===== config.mk =====
export PLATFORM = sky130hd
export DESIGN_NAME = regwin_top
export DESIGN_NICKNAME = d
export VERILOG_FILES = /design/src/rtl/regwin_pkg.sv /design/src/rtl/regwin_index_decode.sv /design/src/rtl/regwin_half_mem.sv /design/src/rtl/regwin_top.sv
export SDC_FILE = /design/constraint.sdc
export NUM_CORES = 2
export LEC_CHECK = 0
export CAP_MARGIN = 10
export CELL_PAD_IN_SITES_DETAIL_PLACEMENT = 0
export CELL_PAD_IN_SITES_GLOBAL_PLACEMENT = 1
export CORE_MARGIN = 5
export CORE_UTILIZATION = 25
export DETAILED_ROUTE_END_ITERATION = 10
export DONT_BUFFER_PORTS = 1
export PLACE_DENSITY_LB_ADDON = 0.1
export SLEW_MARGIN = 20
export SYNTH_ARGS = -nofsm -noshare
export SYNTH_HDL_FRONTEND = slang
export SYNTH_SLANG_ARGS = --single-unit

===== constraint.sdc =====
create_clock -name clk -period 4.9 [get_ports clk]
set_input_delay 0.49 -clock clk [delete_from_list [all_inputs] [get_ports clk]]
set_output_delay 0.49 -clock clk [all_outputs]
set_load 0.01 [all_outputs]

===== src/rtl/regwin_pkg.sv =====
package regwin_pkg;
  localparam logic [7:0] OFS_SELECT = 8'h00;
  localparam logic [7:0] OFS_WINDOW = 8'h10;

  localparam logic [7:0] IX_IDENT   = 8'h00;
  localparam logic [7:0] IX_VERSION = 8'h01;
  localparam logic [7:0] IX_ARBIT   = 8'h02;
  localparam logic [7:0] IX_ENTRY0  = 8'h10;

  localparam int         IDENT_LSB  = 24;
  localparam int         IDENT_W    = 4;
  localparam logic [7:0] VER_CODE   = 8'h11;
  localparam int         VER_MAX_LSB = 16;
  localparam logic [2:0] FULL_BYTES = 3'd4;

  typedef enum logic [2:0] {
    KIND_NONE,
    KIND_IDENT,
    KIND_VERSION,
    KIND_ARBIT,
    KIND_ENTRY
  } ix_kind_e;
endpackage


===== src/rtl/regwin_index_decode.sv =====
module regwin_index_decode
  import regwin_pkg::*;
#(
  parameter int NUM_ENTRIES = 24,
  parameter int EW          = $clog2(NUM_ENTRIES)
) (
  input  logic [7:0]    sel,
  output ix_kind_e      kind,
  output logic [EW-1:0] entry,
  output logic          upper
);
  logic [7:0] offs;
  logic [6:0] num_full;

  always_comb begin
    offs     = sel - IX_ENTRY0;
    num_full = offs[7:1];
    upper    = offs[0];
    entry    = EW'(num_full);
    if (sel == IX_IDENT)
      kind = KIND_IDENT;
    else if (sel == IX_VERSION)
      kind = KIND_VERSION;
    else if (sel == IX_ARBIT)
      kind = KIND_ARBIT;
    else if (sel >= IX_ENTRY0 && int'(num_full) < NUM_ENTRIES)
      kind = KIND_ENTRY;
    else
      kind = KIND_NONE;
  end
endmodule


===== src/rtl/regwin_half_mem.sv =====
module regwin_half_mem #(
  parameter int DEPTH = 24,
  parameter int WIDTH = 32,
  parameter int AW    = $clog2(DEPTH)
) (
  input  logic             clk,
  input  logic             we,
  input  logic [AW-1:0]    waddr,
  input  logic [WIDTH-1:0] wdata,
  input  logic             re,
  input  logic [AW-1:0]    raddr,
  output logic [WIDTH-1:0] rdata
);
  logic [WIDTH-1:0] mem [DEPTH];

  always_ff @(posedge clk) begin
    if (we)
      mem[waddr] <= wdata;
    if (re)
      rdata <= mem[raddr];
  end
endmodule


===== src/rtl/regwin_top.sv =====
module regwin_top
  import regwin_pkg::*;
#(
  parameter int NUM_ENTRIES = 24,
  parameter int DATA_W      = 32,
  parameter int EW          = $clog2(NUM_ENTRIES)
) (
  input  logic              clk,
  input  logic              rst,
  input  logic              req_valid,
  input  logic              req_write,
  input  logic [7:0]        req_addr,
  input  logic [2:0]        req_bytes,
  input  logic [DATA_W-1:0] req_wdata,
  output logic              rd_valid,
  output logic [DATA_W-1:0] rd_data,
  output logic              svc_valid,
  output logic [EW-1:0]     svc_entry,
  output logic              svc_upper,
  output logic [DATA_W-1:0] svc_data
);
  localparam logic [DATA_W-1:0] VER_WORD =
    DATA_W'(VER_CODE) | (DATA_W'(NUM_ENTRIES - 1) << VER_MAX_LSB);

  logic [7:0]         sel_q;
  logic [IDENT_W-1:0] ident_q;
  ix_kind_e           kind;
  logic [EW-1:0]      entry;
  logic               upper;

  logic hit_sel, hit_win, wr_entry, rd_entry;
  logic [DATA_W-1:0] word_d, word_q;
  logic rd_mem_q, rd_hi_q;
  logic [DATA_W-1:0] half_rd [2];

  regwin_index_decode #(.NUM_ENTRIES(NUM_ENTRIES), .EW(EW)) u_dec (
    .sel   (sel_q),
    .kind  (kind),
    .entry (entry),
    .upper (upper)
  );

  always_comb begin
    hit_sel  = req_valid && (req_addr == OFS_SELECT);
    hit_win  = req_valid && (req_addr == OFS_WINDOW) && (req_bytes == FULL_BYTES);
    wr_entry = hit_win && req_write && (kind == KIND_ENTRY);
    rd_entry = hit_win && !req_write && (kind == KIND_ENTRY);
    word_d   = '0;
    if (hit_sel)
      word_d = DATA_W'(sel_q);
    else if (hit_win) begin
      case (kind)
        KIND_IDENT:   word_d = DATA_W'(ident_q) << IDENT_LSB;
        KIND_VERSION: word_d = VER_WORD;
        default:      word_d = '0;
      endcase
    end
  end

  always_ff @(posedge clk) begin
    if (rst) begin
      sel_q   <= '0;
      ident_q <= '0;
    end else begin
      if (hit_sel && req_write)
        sel_q <= req_wdata[7:0];
      if (hit_win && req_write && kind == KIND_IDENT)
        ident_q <= req_wdata[IDENT_LSB +: IDENT_W];
    end
  end

  always_ff @(posedge clk) begin
    if (rst) begin
      rd_valid  <= 1'b0;
      rd_mem_q  <= 1'b0;
      rd_hi_q   <= 1'b0;
      word_q    <= '0;
      svc_valid <= 1'b0;
      svc_entry <= '0;
      svc_upper <= 1'b0;
      svc_data  <= '0;
    end else begin
      rd_valid  <= req_valid && !req_write;
      rd_mem_q  <= rd_entry;
      rd_hi_q   <= upper;
      word_q    <= word_d;
      svc_valid <= wr_entry;
      if (wr_entry) begin
        svc_entry <= entry;
        svc_upper <= upper;
        svc_data  <= req_wdata;
      end
    end
  end

  for (genvar h = 0; h < 2; h++) begin : g_half
    regwin_half_mem #(.DEPTH(NUM_ENTRIES), .WIDTH(DATA_W), .AW(EW)) u_mem (
      .clk   (clk),
      .we    (wr_entry && (upper == 1'(h))),
      .waddr (entry),
      .wdata (req_wdata),
      .re    (rd_entry),
      .raddr (entry),
      .rdata (half_rd[h])
    );
  end

  assign rd_data = rd_mem_q ? half_rd[rd_hi_q] : word_q;
endmodule


-- Word-level counts from Yosys, hierarchy flattened
Memories as Yosys holds them, arrays and structs flattened. A register that Yosys moved wholly into a read port is not among the register bits.
Cells that the tools add are included.
- $add $sub $neg: 1
- magnitude comparators: 3
- equality and inequality tests: 7
- muxes and demuxes: 15
- bitwise logic cells: 3
- reduce and logical (&&, ||, !) cells: 17
- operators by type and width (cell ; number):
    $mux W32 ; 4
    $pmux W28 S2 ; 1
    $logic_not A8 Y1 ; 2
    $mux W8 ; 2
    $logic_and A1 B1 Y1 ; 13
    $mux W3 ; 4
    $eq A8 B1 Y1 const B ; 1
    $eq A8 B2 Y1 const B ; 1
    $eq A8 B5 Y1 const B ; 1
    $ge A8 B5 Y1 const B ; 1
    $sub A8 B5 Y8 const B ; 1
    $lt A7 B5 Y1 const B ; 1
    $eq A3 B3 Y1 const B ; 2
    $mux W1 ; 4
    $eq A3 B1 Y1 const B ; 1
    $eq A3 B2 Y1 const B ; 1
    $reduce_or A3 Y1 ; 1
    $ge A2 B2 Y1 const B ; 1
    $not A1 Y1 ; 2
    $not A1 Y2 ; 1
    $logic_not A1 Y1 ; 1
- register bits after elaboration: 82
- RAM bits: 1536
- input port bits: 47
- output and inout bits: 72
- word-level logic and storage cells: 59
- memories kept: 2
- memory list (memory ; words ; bits a word ; read ports ; clocked after memory_dff ; write ports ; line ; text):
    g_half[0].u_mem.mem ; 24 ; 32 ; 1 ; 1 ; 1 ; regwin_half_mem.sv:14 ; logic [WIDTH-1:0] mem [DEPTH];
    g_half[1].u_mem.mem ; 24 ; 32 ; 1 ; 1 ; 1 ; regwin_half_mem.sv:14 ;

-- Logic depth before layout (Yosys ltp)
- depth in word-level cells: 12
- depth in mapped cells: 9

-- Cells and area by module
From an unflattened synthesis, not the netlist that was laid out.
- cells, all modules: 3446
- area, all modules: 64720.8 sq um
- by module, submodules not included (module ; times used ; cells an instance ; area an instance (sq um) ; sequential area each (sq um)):
    regwin_half_mem ; 2 ; 1543 ; 30603.1 ; 24023.0
    regwin_top ; 1 ; 342 ; 3370.7 ; 1341.3
    regwin_index_decode ; 1 ; 18 ; 143.9 ; 0.0

-- Worst setup path after synthesis
Ideal clock, no wire load.
- path type: in2reg
- start: in req_addr[5]
- end: mem g_half[0].u_mem.mem[12][0] (enable)
- library setup time: 0.502 ns
- arrival: 4.554 ns
- slack: -0.156 ns
- stages on the path: 4
- path buffers: 0
- cells stage by stage: nor4b_2 > and4_1 > nand3_2 > nor4_1
- word-level cells in the longest chain between the ends: 8
- RTL lines (item ; line ; text):
    start, declared ; regwin_top.sv:12 ; input logic [7:0] req_addr,
    $eq A8 B5 Y1 ; regwin_top.sv:45 ; hit_win = req_valid && (req_addr == OFS_WINDOW) && (req_bytes == FULL_BYTES);
    $logic_and A1 B1 Y1 (2 in series) ; regwin_top.sv:45 ;
    $logic_and A1 B1 Y1 (2 in series) ; regwin_top.sv:46 ; wr_entry = hit_win && req_write && (kind == KIND_ENTRY);
    $logic_and A1 B1 Y1 ; regwin_top.sv:99 ; .we (wr_entry && (upper == 1'(h))),
    $mux W1 ; regwin_half_mem.sv:17 ; if (we)
    $mux W1 (implied by the code) ; regwin_half_mem.sv:18 ; mem[waddr] <= wdata;
    end, declared ; regwin_half_mem.sv:14 ;
Every way passes these cells.

-- Final worst setup path
- start: reg sel_q[4]
- end: mem g_half[1].u_mem.mem[5][13] (enable)
- word-level cells in the longest chain between the ends: 12
- elaborated cells on any way between the ends: 16
- those cells by class: 1 x add/sub; 2 x order compare; 3 x eq/ne; 6 x mux; 4 x reduce/logical
- RTL lines (item ; line ; text):
    start, declared ; regwin_top.sv:25 ; logic [7:0] sel_q;
    start signal, assigned ; regwin_top.sv:66 ; sel_q <= req_wdata[7:0];
    $sub A8 B5 Y8 * ; regwin_index_decode.sv:16 ; offs = sel - IX_ENTRY0;
    named net entry[3] ; regwin_top.sv:28 ; logic [EW-1:0] entry;
    $lt A7 B5 Y1 ; regwin_index_decode.sv:26 ; else if (sel >= IX_ENTRY0 && int'(num_full) < NUM_ENTRIES)
    $logic_and A1 B1 Y1 ; regwin_index_decode.sv:26 ;
    $mux W3 ; regwin_index_decode.sv:26 ;
    $mux W3 ; regwin_index_decode.sv:24 ; else if (sel == IX_ARBIT)
    $mux W3 ; regwin_index_decode.sv:22 ; else if (sel == IX_VERSION)
    $mux W3 ; regwin_index_decode.sv:20 ; if (sel == IX_IDENT)
    $eq A3 B3 Y1 ; regwin_top.sv:46 ;
    $logic_and A1 B1 Y1 ; regwin_top.sv:46 ;
    $logic_and A1 B1 Y1 ; regwin_top.sv:99 ;
    $mux W1 ; regwin_half_mem.sv:17 ;
    $mux W1 (implied by the code) ; regwin_half_mem.sv:18 ;
    end, declared ; regwin_half_mem.sv:14 ;
The timed path passes the listed nets; every way through them passes the cells marked *.

==> results.ini <==
[run_status]
status = complete, no violations

[critical_path]
crit_path_max_fanout = 36
r2r_slack_ps = 990
critPathLaunchType = flip-flop
crit_arrival_ps = 4410
crit_buf_inv = 4
endpoint_kind = flip-flop
crit_path_top_delay_cell = nor2_4
critPathTopFamily = simple AND/OR/NAND/NOR gates
r2r_cells = 9
r2r_start = sel_q[4]$_SDFFE_PP0P_
critPathKind = reg2reg
crit_required_ps = 5410
r2r_end = g_half[1].u_mem.mem[5][13]$_DFFE_PP_
cpMostUsedCell = buf_4
critPathMaxStageDelay_ps = 780
timing.critical_path.cells = inv_1 > ha_4 > nor2b_1 > and4_2 > buf_4 > nand4_1 > buf_4 > nor2_4 > buf_4

[cells_and_area]
instances_no_fill = 6966
seqCellArea_um2 = 49400
multiInputGateArea_um2 = 13800
nets = 3477
area_growth_pct = 18.9
fill_cells = 24700
drive_gt1_frac = 0.222

[sta]
drv_slew = 0
hold_viol_final = 0
clock_skew_ps = 26.2
worst_slew_pin_slew_ps = 1060
rsz0062_at_grt = no
period_needed_ps = 3910
maxSlewHeadroom = 0.283
max_freq_mhz = 256
finalCritPeriodShare = 0.797
setup_viol = 0

[yosys]
yosys.area_share.simple = 0.0298
synth.cell_area_um2 = 64000
muxShareOfSynthArea = 0.136
ys_seq_area_frac = 0.771
async_reset_ff_frac = 0
synth-edff-count = 1600
synth_fa_ha_area_frac = 0.000977
avgSynthCellArea_um2 = 19.6
synth.ff_latch_count = 1667
synth_nets = 3325
synth-xor-area-share = 0
synth_ff_type = edfxtp_1
synth_cells = 3273
synth_cell_types = 53
synth_top_family_by_area = multiplexers
synth-compound-area-share = 0.0434
yosysWarnings = 0

[clock_tree]
clock_latency_ps = 820
cts_tree = built
clk_pin_slew_worst_paths_ps = 60
cts_resized = 0
clock_path_buffers = 3
cts_inserted_buffers = 188
cts_root_buffer = clkbuf_16
cts_max_level = 4
cts.sinks = 1667

[floorplan]
fp-row-count = 185
coreArea_um2 = 255000
die_x_um = 516
ios = 119
dieArea_um2 = 266000
die_y_um = 516
initial_core_util = 0.252

[global_route]
antenna_found_initial = 17
grt_pass1_vias = 33600
grt_overflow_total = 0
grt_pass1_wl_mm = 287
grt_usage = 0.155
grt_max_degree = 118

[drt]
via_count = 32300
drtAntennaViolNets = 0
drc = 0
routed_wl_mm = 210
routedWlPerCell_um = 30.2
drt_iter0_markers = 2973
firstDrtPassIters = 5
viasPerCell = 4.64

[power]
finalPower_uw = 30300
p_leak_uw = 0.0226
power_density_nw_per_um2 = 398
vdd_drop_max_uv = 332

[placed_design]
dp.cells = 6543
portBuffers = 0
hpwl_mm = 123
gp_congestion = 0.761

[worst_hold_path]
min_to = g_half[1].u_mem.mem[23][1]$_DFFE_PP_
hold_start = req_wdata[1]
hold_path_class = in2reg
holdPathStages = 1

[run]
maxCapViolCount = 0

-- worst max path at each step --
stage,start,end,slack [ps],depth (start not counted)
floorplan,req_addr[5],g_half[0].u_mem.mem[12][0]$_DFFE_PP_,-160,4
global placement,sel_q[4]$_SDFFE_PP0P_,g_half[1].u_mem.mem[5][1]$_DFFE_PP_,930,9
detailed placement,sel_q[4]$_SDFFE_PP0P_,g_half[1].u_mem.mem[5][11]$_DFFE_PP_,890,9
CTS,sel_q[4]$_SDFFE_PP0P_,g_half[1].u_mem.mem[5][14]$_DFFE_PP_,870,9
global route,sel_q[4]$_SDFFE_PP0P_,g_half[1].u_mem.mem[5][13]$_DFFE_PP_,740,9
finish,sel_q[4]$_SDFFE_PP0P_,g_half[1].u_mem.mem[5][13]$_DFFE_PP_,990,9
-- where the power goes --
part / internal (uW) / total, uW / switching [uW]
sequential: 15600 / 15600 / 0.628
combinational: 93.6 / 407 / 314
clock: 8460 / 14300 / 5850
total: 24100 / 30300 / 6160
-- stage by stage --
step | hold slack (ps) | instance area (um2) | TNS (ps) | worst slack, ps | utilization
finish | 48.5 | 76200 | 0 | 994 | 0.299
global route | 2.15 | 76100 | 0 | 735 | 0.299
CTS | 2.93 | 76100 | 0 | 869 | 0.299
detailed placement | 446 | 68800 | 0 | 893 | 0.270
global placement | 451 | 68700 | 0 | 929 | 0.270
floorplan | 423 | 64000 | -29950 | -156 | -
-- placed cells by master (no fill, tap or decap), types with 5 or more instances in the layout --
cell,instances
edfxtp_1,1600
mux2i_1,248
mux4_2,246
clkbuf_16,191
nor2_1,152
buf_4,97
inv_1,73
o22ai_1,69
a221oi_1,69
nand2_1,66
a22oi_1,64
dfxtp_1,62
mux2_2,59
a21oi_1,55
o311ai_0,45
clkbuf_1,44
nand4_1,39
clkinv_1,38
o31ai_1,35
buf_16,34
clkinv_2,32
dlygate4sd3_1,25
bufinv_16,23
o311ai_1,19
nor2b_1,19
nor3_2,17
diode_2,15
buf_12,15
nor2b_4,12
and2_1,11
nand3_1,10
nor2_4,10
nor4_2,8
nor3_1,8
clkbuf_8,6
o221ai_1,5
and3_2,5
nand2b_1,5
inv_6,5
-- synth_stat cells (13+ instances only) --
| library cell | number | area (um2) |
|---|---|---|
| o31ai_1 | 35 | 263 |
| nand4_1 | 39 | 244 |
| nand2_1 | 67 | 251 |
| o311ai_0 | 45 | 394 |
| o311ai_1 | 19 | 166 |
| o22ai_1 | 69 | 432 |
| mux2_2 | 59 | 664 |
| inv_1 | 73 | 274 |
| and2_1 | 13 | 81.3 |
| nor2b_1 | 31 | 194 |
| a22oi_1 | 64 | 480 |
| dfxtp_1 | 67 | 1340 |
| buf_1 | 15 | 56.3 |
| mux2i_1 | 248 | 2480 |
| buf_4 | 18 | 135 |
| mux4_2 | 246 | 5540 |
| nor3_1 | 25 | 125 |
| nor2_1 | 162 | 608 |
| edfxtp_1 | 1600 | 48000 |
| a221oi_1 | 69 | 604 |
| clkbuf_1 | 104 | 390 |
| buf_2 | 73 | 365 |
| a21oi_1 | 55 | 275 |
-- logic make-up (layout without fill, tap and decap cells) --
family | after synthesis | in the layout
multiplexers | 553 | 553
buffers and inverters | 283 | 595
AND/OR/NAND/NOR | 390 | 390
other | 0 | 15
flip-flops | 1667 | 1667
AO/OA/AOI/OAI | 375 | 375
adder cells (fa/ha/maj) | 5 | 5
-- state kept, by name, indices dropped and copies added, names as in the netlist, 4 cells and up --
register and cells:
g_half.u_mem.rdata 64, g_half.u_mem.mem 1536, word_q 13, svc_entry 5, sel_q 8, svc_data 32
ident_q 4
-- routing by layer --
metal  up-vias  share of wire  track usage
met3       255          0.051       0.0283
met4         0          0.027       0.0424
met5         -              0            0
met2       825           0.47        0.254
met1     17400           0.45        0.213
li1      13800              -            -
-- what timing repair did --
action / in CTS / in global routing
endpoints found under the hold margin: 1605 / 0
setup buffers: 0 / 0
hold buffers: 58 / 0
-- worst reg2reg max path, stage by stage (launching register included) --
cell and delay (ps):
dfxtp_1 600, inv_1 200, ha_4 240, nor2b_1 160
and4_2 390, buf_4 440, nand4_1 190, buf_4 260
nor2_4 780, buf_4 340
-- area by class of cell --
class,instances,share of cell area
Sequential cell,1667,0.649
Multi-Input combinational cell,1323,0.181
Clock buffer,241,0.0660
Tap cell,3366,0.0553
Timing Repair Buffer,172,0.0292
Clock inverter,109,0.0157
Inverter,73,0.00360
Antenna cell,15,0.000493
No activity file was read; power rests on OpenSTA's default activity.
